File: src/rtl/ref_freq_monitor_pkg.sv
package ref_freq_monitor_pkg;

  typedef enum logic [1:0] {
    VERDICT_HOLD   = 2'd0,
    VERDICT_ACCEPT = 2'd1,
    VERDICT_REJECT = 2'd2
  } verdict_e;

  // Convert a parts-per-billion tolerance into an edge-count tolerance.
  function automatic longint ppb_to_edges(input longint nominal, input longint ppb);
    return (nominal * ppb) / 64'd1_000_000_000;
  endfunction

endpackage

File: src/rtl/rfm_sync_edge.sv
module rfm_sync_edge #(
  parameter int STAGES = 2
) (
  input  logic clk,
  input  logic rst,
  input  logic async_in,
  output logic rise
);
  logic [STAGES:0] chain;

  always_ff @(posedge clk) begin
    if (rst) chain <= '0;
    else     chain <= {chain[STAGES-1:0], async_in};
  end

  // Edge between the last synchroniser stage and one extra history flop.
  assign rise = chain[STAGES-1] & ~chain[STAGES];
endmodule

File: src/rtl/rfm_gate_timer.sv
module rfm_gate_timer #(
  parameter int GATE_CYCLES = 1000
) (
  input  logic clk,
  input  logic rst,
  output logic gate_last
);
  localparam int GW = (GATE_CYCLES > 2) ? $clog2(GATE_CYCLES) : 1;
  localparam logic [GW-1:0] LAST = GW'(GATE_CYCLES - 1);

  logic [GW-1:0] tick;

  always_ff @(posedge clk) begin
    if (rst)             tick <= '0;
    else if (tick == LAST) tick <= '0;
    else                 tick <= tick + 1'b1;
  end

  assign gate_last = (tick == LAST);
endmodule

File: src/rtl/rfm_edge_counter.sv
module rfm_edge_counter #(
  parameter int CNT_W = 10
) (
  input  logic             clk,
  input  logic             rst,
  input  logic             rise,
  input  logic             gate_last,
  output logic [CNT_W-1:0] count_lat,
  output logic             load
);
  logic [CNT_W-1:0] run;
  logic [CNT_W-1:0] run_next;

  assign run_next = run + CNT_W'(rise);

  always_ff @(posedge clk) begin
    if (rst) begin
      run       <= '0;
      count_lat <= '0;
      load      <= 1'b0;
    end else if (gate_last) begin
      count_lat <= run_next;
      run       <= '0;
      load      <= 1'b1;
    end else begin
      run       <= run_next;
      load      <= 1'b0;
    end
  end
endmodule

File: src/rtl/rfm_qualifier.sv
module rfm_qualifier
  import ref_freq_monitor_pkg::*;
#(
  parameter int CNT_W     = 10,
  parameter int NOMINAL   = 100,
  parameter int ACC_EDGES = 2,
  parameter int REJ_EDGES = 5
) (
  input  logic                    clk,
  input  logic                    rst,
  input  logic                    load,
  input  logic [CNT_W-1:0]        count_lat,
  output logic                    done,
  output logic                    valid,
  output logic signed [CNT_W:0]   offset
);
  logic signed [CNT_W:0] diff;
  logic        [CNT_W:0] mag;
  verdict_e              verdict;

  assign diff = $signed({1'b0, count_lat}) - $signed((CNT_W+1)'(NOMINAL));
  assign mag  = diff[CNT_W] ? (CNT_W+1)'(-diff) : (CNT_W+1)'(diff);

  always_comb begin
    if (mag <= (CNT_W+1)'(ACC_EDGES))      verdict = VERDICT_ACCEPT;
    else if (mag > (CNT_W+1)'(REJ_EDGES))  verdict = VERDICT_REJECT;
    else                                   verdict = VERDICT_HOLD;
  end

  always_ff @(posedge clk) begin
    if (rst) begin
      done   <= 1'b0;
      valid  <= 1'b0;
      offset <= '0;
    end else begin
      done <= load;
      if (load) begin
        offset <= diff;
        case (verdict)
          VERDICT_ACCEPT: valid <= 1'b1;
          VERDICT_REJECT: valid <= 1'b0;
          default:        valid <= valid;
        endcase
      end
    end
  end
endmodule

File: src/rtl/ref_freq_monitor.sv
module ref_freq_monitor
  import ref_freq_monitor_pkg::*;
#(
  parameter int GATE_CYCLES   = 200_000_000,
  parameter int NOMINAL_EDGES = 20_480_000,
  parameter int ACCEPT_PPB    = 9_200,
  parameter int REJECT_PPB    = 12_000
) (
  input  logic                                      clk,
  input  logic                                      rst,
  input  logic                                      ref_in,
  output logic                                      meas_done,
  output logic                                      ref_valid,
  output logic signed [$clog2(GATE_CYCLES+1):0]     offset_edges
);
  localparam int CNT_W     = $clog2(GATE_CYCLES + 1);
  localparam int ACC_EDGES = int'(ppb_to_edges(longint'(NOMINAL_EDGES), longint'(ACCEPT_PPB)));
  localparam int REJ_EDGES = int'(ppb_to_edges(longint'(NOMINAL_EDGES), longint'(REJECT_PPB)));

  logic             rise;
  logic             gate_last;
  logic             load;
  logic [CNT_W-1:0] count_lat;

  rfm_sync_edge #(.STAGES(2)) u_sync (
    .clk(clk), .rst(rst), .async_in(ref_in), .rise(rise)
  );

  rfm_gate_timer #(.GATE_CYCLES(GATE_CYCLES)) u_gate (
    .clk(clk), .rst(rst), .gate_last(gate_last)
  );

  rfm_edge_counter #(.CNT_W(CNT_W)) u_cnt (
    .clk(clk), .rst(rst), .rise(rise), .gate_last(gate_last),
    .count_lat(count_lat), .load(load)
  );

  rfm_qualifier #(
    .CNT_W(CNT_W), .NOMINAL(NOMINAL_EDGES),
    .ACC_EDGES(ACC_EDGES), .REJ_EDGES(REJ_EDGES)
  ) u_qual (
    .clk(clk), .rst(rst), .load(load), .count_lat(count_lat),
    .done(meas_done), .valid(ref_valid), .offset(offset_edges)
  );
endmodule

File: config.mk
export PLATFORM = sky130hd
export DESIGN_NAME = ref_freq_monitor
export DESIGN_NICKNAME = d
export VERILOG_FILES = /design/src/rtl/ref_freq_monitor_pkg.sv /design/src/rtl/rfm_sync_edge.sv /design/src/rtl/rfm_gate_timer.sv /design/src/rtl/rfm_edge_counter.sv /design/src/rtl/rfm_qualifier.sv /design/src/rtl/ref_freq_monitor.sv
export SDC_FILE = /design/constraint.sdc
export NUM_CORES = 1
export LEC_CHECK = 0
export BUFFER_PORTS_ARGS = -buffer_cell sky130_fd_sc_hd__buf_2
export CORE_MARGIN = 10
export CORE_UTILIZATION = 61
export CTS_CLUSTER_DIAMETER = 40
export DETAILED_ROUTE_END_ITERATION = 8
export PLACE_DENSITY = 0.86
export SYNTH_ARGS = -nofsm -noshare
export SYNTH_HDL_FRONTEND = slang
export SYNTH_SLANG_ARGS = --single-unit
File: constraint.sdc
create_clock -name clk -period 4.55 [get_ports clk]
set_clock_uncertainty 0.2 [all_clocks]
set_input_delay 0.91 -clock clk [delete_from_list [all_inputs] [get_ports clk]]
set_output_delay 0.91 -clock clk [all_outputs]
set_load 0.01 [all_outputs]
==> summary.txt <==
Run status
  • Outcome: finished, final reports clean

Worst setup path
  • CP bufs+invs: 1
  • Crit. path cell count: 9
  • Critical path startpoint category: flip-flop
  • CP max FO: 13
  • Kind of critical path: flip-flop to flip-flop
  • CP arrival: between 3 and 4 ns
  • Delay-heaviest family, CP: simple AND/OR/NAND/NOR gates
  • RR Endpoint: u_qual.valid$_SDFFE_PP0P_
  • Max incr delay on CP: between 0.6 and 0.7 ns
  • Critical path endpoint category: flip-flop
  • CP required: between 4 and 5 ns
  • Reg-to-reg startpoint: u_cnt.count_lat[15]$_SDFFE_PP0P_
  • R2R cell count: 9
  • Reg2Reg Setup Slack: a little under 1 ns
  • Critical path origin: u_cnt.count_lat[15]$_SDFFE_PP0P_
  • Crit path cell chain: inv_1 -> ha_1 -> xnor2_1 -> nand3_1 -> or3_1 -> o21a_1 -> o31a_1 -> or4_4 -> a211oi_2
  • Slowest-stage cell, CP: dfxtp_1
  • CP endpoint: u_qual.valid$_SDFFE_PP0P_

Floorplan
  • Rows: 35
  • Effective utilization at floorplan: just over 60%
  • # IOs: 34
  • Die Height: around 120 µm
  • Core area: roughly 9200 µm²
  • Die Wd: about 120 µm
  • Die Area: 13590 µm²

Synthesis
  • Primary FF master, synth: dfxtp_1
  • Ys async rst share: 0%
  • Post-Synthesis Cells: about 660
  • Distinct cells, synth: 61
  • Seq cells post-synth: around 120
  • Post-synth EDFFs: 0
  • Avg Inst Size Synth: approximately 8.6 µm²
  • YS warnings: 0
  • Synthesized Nets: approximately 670
  • Post-synthesis sequential area ratio: a little over two fifths
  • Mapped Area: 5689 µm²

Clock network
  • CTS Hold Bufs: 0
  • Clock slew at reported path FFs: about 0.06 ns
  • Postcts setup bufs: 0
  • Clock Sinks: 119
  • Clk Latency, worst-skew pair: just over 0.5 ns
  • CTS Buffer Depth: 2
  • Clock root buffer: clkbuf_8
  • TritonCTS Buffers: 17
  • Resize count post-CTS: 0
  • CTS tree: built
  • CTS HTree Levels: 4

Placed design
  • # port buffers: 33
  • Placed instance count: ~770
  • GPL Wtd Cong: between 0.9 and 1
  • Post-DP HPWL: 8338 µm
  • DP Area: roughly 5800 µm²

Route
  • Iter 0 DRT Violations: roughly 420
  • Routed len/inst: about 16 µm
  • DRC violations left: 0
  • Detailed Routing Iterations Pass 1: 6
  • Antenna viol nets, final: 0
  • Final WL: approximately 13000 µm
  • Vias per cell: a little over 6
  • Via count: 4904

STA
  • RSZ-0062 raised after global routing: false
  • F_max: roughly 280 MHz
  • Fin Setup TNS: 0 ns
  • Final setup fails: 0
  • Relative slew slack: between 30% and 40%
  • Slew Limit Fails: 0
  • Final Hold Fails: 0
  • Final Critical Period: between 3 and 4 ns
  • Final period util: between 70% and 80%
  • Worst hold slack: 0.2443 ns
  • Worst-margin pin slew: just over 1 ns

Power and ir drop
  • Net Switching: 518.4 µW
  • Clock power share: 52.4%
  • P_int: ~1.7 mW
  • Net Sw Frac: between 20 and 25%
  • Peak supply drop: about 0.00023 V
  • Gate power share: under 10%
  • Leak pwr: between 2 and 2.5 nW
  • Share of total power in sequential cells: a little under half
  • PwrDens: around 350 nW/µm²

Layout
  • Fill count: 696
  • Register area: roughly 2400 µm²
  • Area delta synth->final: 11.70%
  • Antenna Cells: 0
  • Fin area: between 6000 and 7000 µm²
  • Most common cell after layout, fill and taps aside: nor2_1
  • Share of layout cells above drive strength 1: a little under an eighth
  • Final Core Density: 69.43%
  • Post-route insts no fill: 800
  • Most frequent cells in the layout: 137 x nor2_1, 118 x dfxtp_1, 41 x nand2_1
  • Final #Nets: around 700
  • Multi-input logic area: between 3000 and 4000 µm²

Flow run
  • Max cap viols: 0

Global route
  • Global-route wire length before repair: roughly 21000 µm
  • GRT Util Overall: a little under a fifth
  • Initial antenna violation count: 0
  • Vias in the first global route: about 4500
  • Grt ovf: 0
  • Largest net degree at the start of global routing: 66

Min path
  • HP Class: flip-flop to flip-flop
synthesized netlist by cell type, types with 5 or more instances:
master    instances  area share [%]
xnor2_1          25             3.8
o211ai_1          6            0.79
or3_1             8            0.88
nor4_1            6            0.66
dfxtp_1         119              42
ha_1              6             1.3
and4_1            9             1.4
buf_2             9            0.79
nor3_1           13             1.1
nand2_1          41             2.7
inv_1            11            0.73
nor2b_1           7            0.77
xor2_1           37             5.7
a21oi_1          11            0.97
nand3_1          28             2.5
o31ai_1           6            0.79
nor2_1          137             9.0
and3_1           11             1.2
and2_1            5            0.55
o21ai_0          12             1.1
a211oi_1         37             4.9
clkbuf_1         28             1.8
buf_4             5            0.66
mux2i_1          26             4.6
nand4_1          11             1.2
how the worst min path moves through the flow:
stage	start	to	depth (start not counted)
3_3_place_gp	u_sync.chain[0]$_SDFF_PP0_	u_sync.chain[1]$_SDFF_PP0_	1
5_1_grt	u_sync.chain[0]$_SDFF_PP0_	u_sync.chain[1]$_SDFF_PP0_	1
6_report	u_sync.chain[0]$_SDFF_PP0_	u_sync.chain[1]$_SDFF_PP0_	1
2_1_floorplan	u_sync.chain[0]$_SDFF_PP0_	u_sync.chain[1]$_SDFF_PP0_	1
3_5_place_dp	u_sync.chain[0]$_SDFF_PP0_	u_sync.chain[1]$_SDFF_PP0_	1
4_1_cts	u_sync.chain[0]$_SDFF_PP0_	u_sync.chain[1]$_SDFF_PP0_	1
power by group through the flow:
stage | clock, mW | sequential, mW | combinational (mW)
after floorplan | 0 | 1.07 | 0.0202
after global placement | 0 | 1.07 | 0.0244
after detailed placement | 0 | 1.07 | 0.0250
after CTS | 1.19 | 1.05 | 0.0252
after global routing | 1.25 | 1.05 | 0.0276
final | 1.18 | 1.05 | 0.0249
stage by stage:
stage	setup slack [ns]	total power, mW
finish	0.9875	2.255
global route	0.8309	2.331
CTS	1.064	2.269
detailed placement	1.120	1.097
global placement	1.272	1.096
floorplan	1.379	1.092
state kept, by name, summed over array words and instances, names as in the netlist:
register	count
u_qual.done	1
u_qual.valid	1
u_sync.chain	3
u_cnt.load	1
u_qual.offset	29
u_cnt.run	28
u_cnt.count_lat	28
u_gate.tick	28
per-layer routing:
layer	global-route usage, %	up-vias	share of wire, %
met5	0	-	0
met4	6.837	0	2.1
met3	5.136	32	6.2
met2	32.35	203	49
met1	22.76	2291	43
li1	-	2378	-
cell type report:
class	instances	share of cell area, %
Clock buffer	18	6.734
Multi-Input combinational cell	492	48.53
Sequential cell	119	37.51
Inverter	11	0.6497
Tap cell	111	2.185
Timing Repair Buffer	35	2.835
Clock inverter	14	1.555
cells by family after synthesis:
kind of cell               after synthesis  synth area share [%]
and+or+nand+nor                        295                 25.56
DFF                                    119                 41.87
muxes                                   27                 4.772
buffers and inverters                   53                 4.025
AOI/OAI and AO/OA                      102                 12.91
xor gates and xnor gates                62                 9.545
adders and majority gates                6                 1.320
No activity file was read; power rests on OpenSTA's default activity.
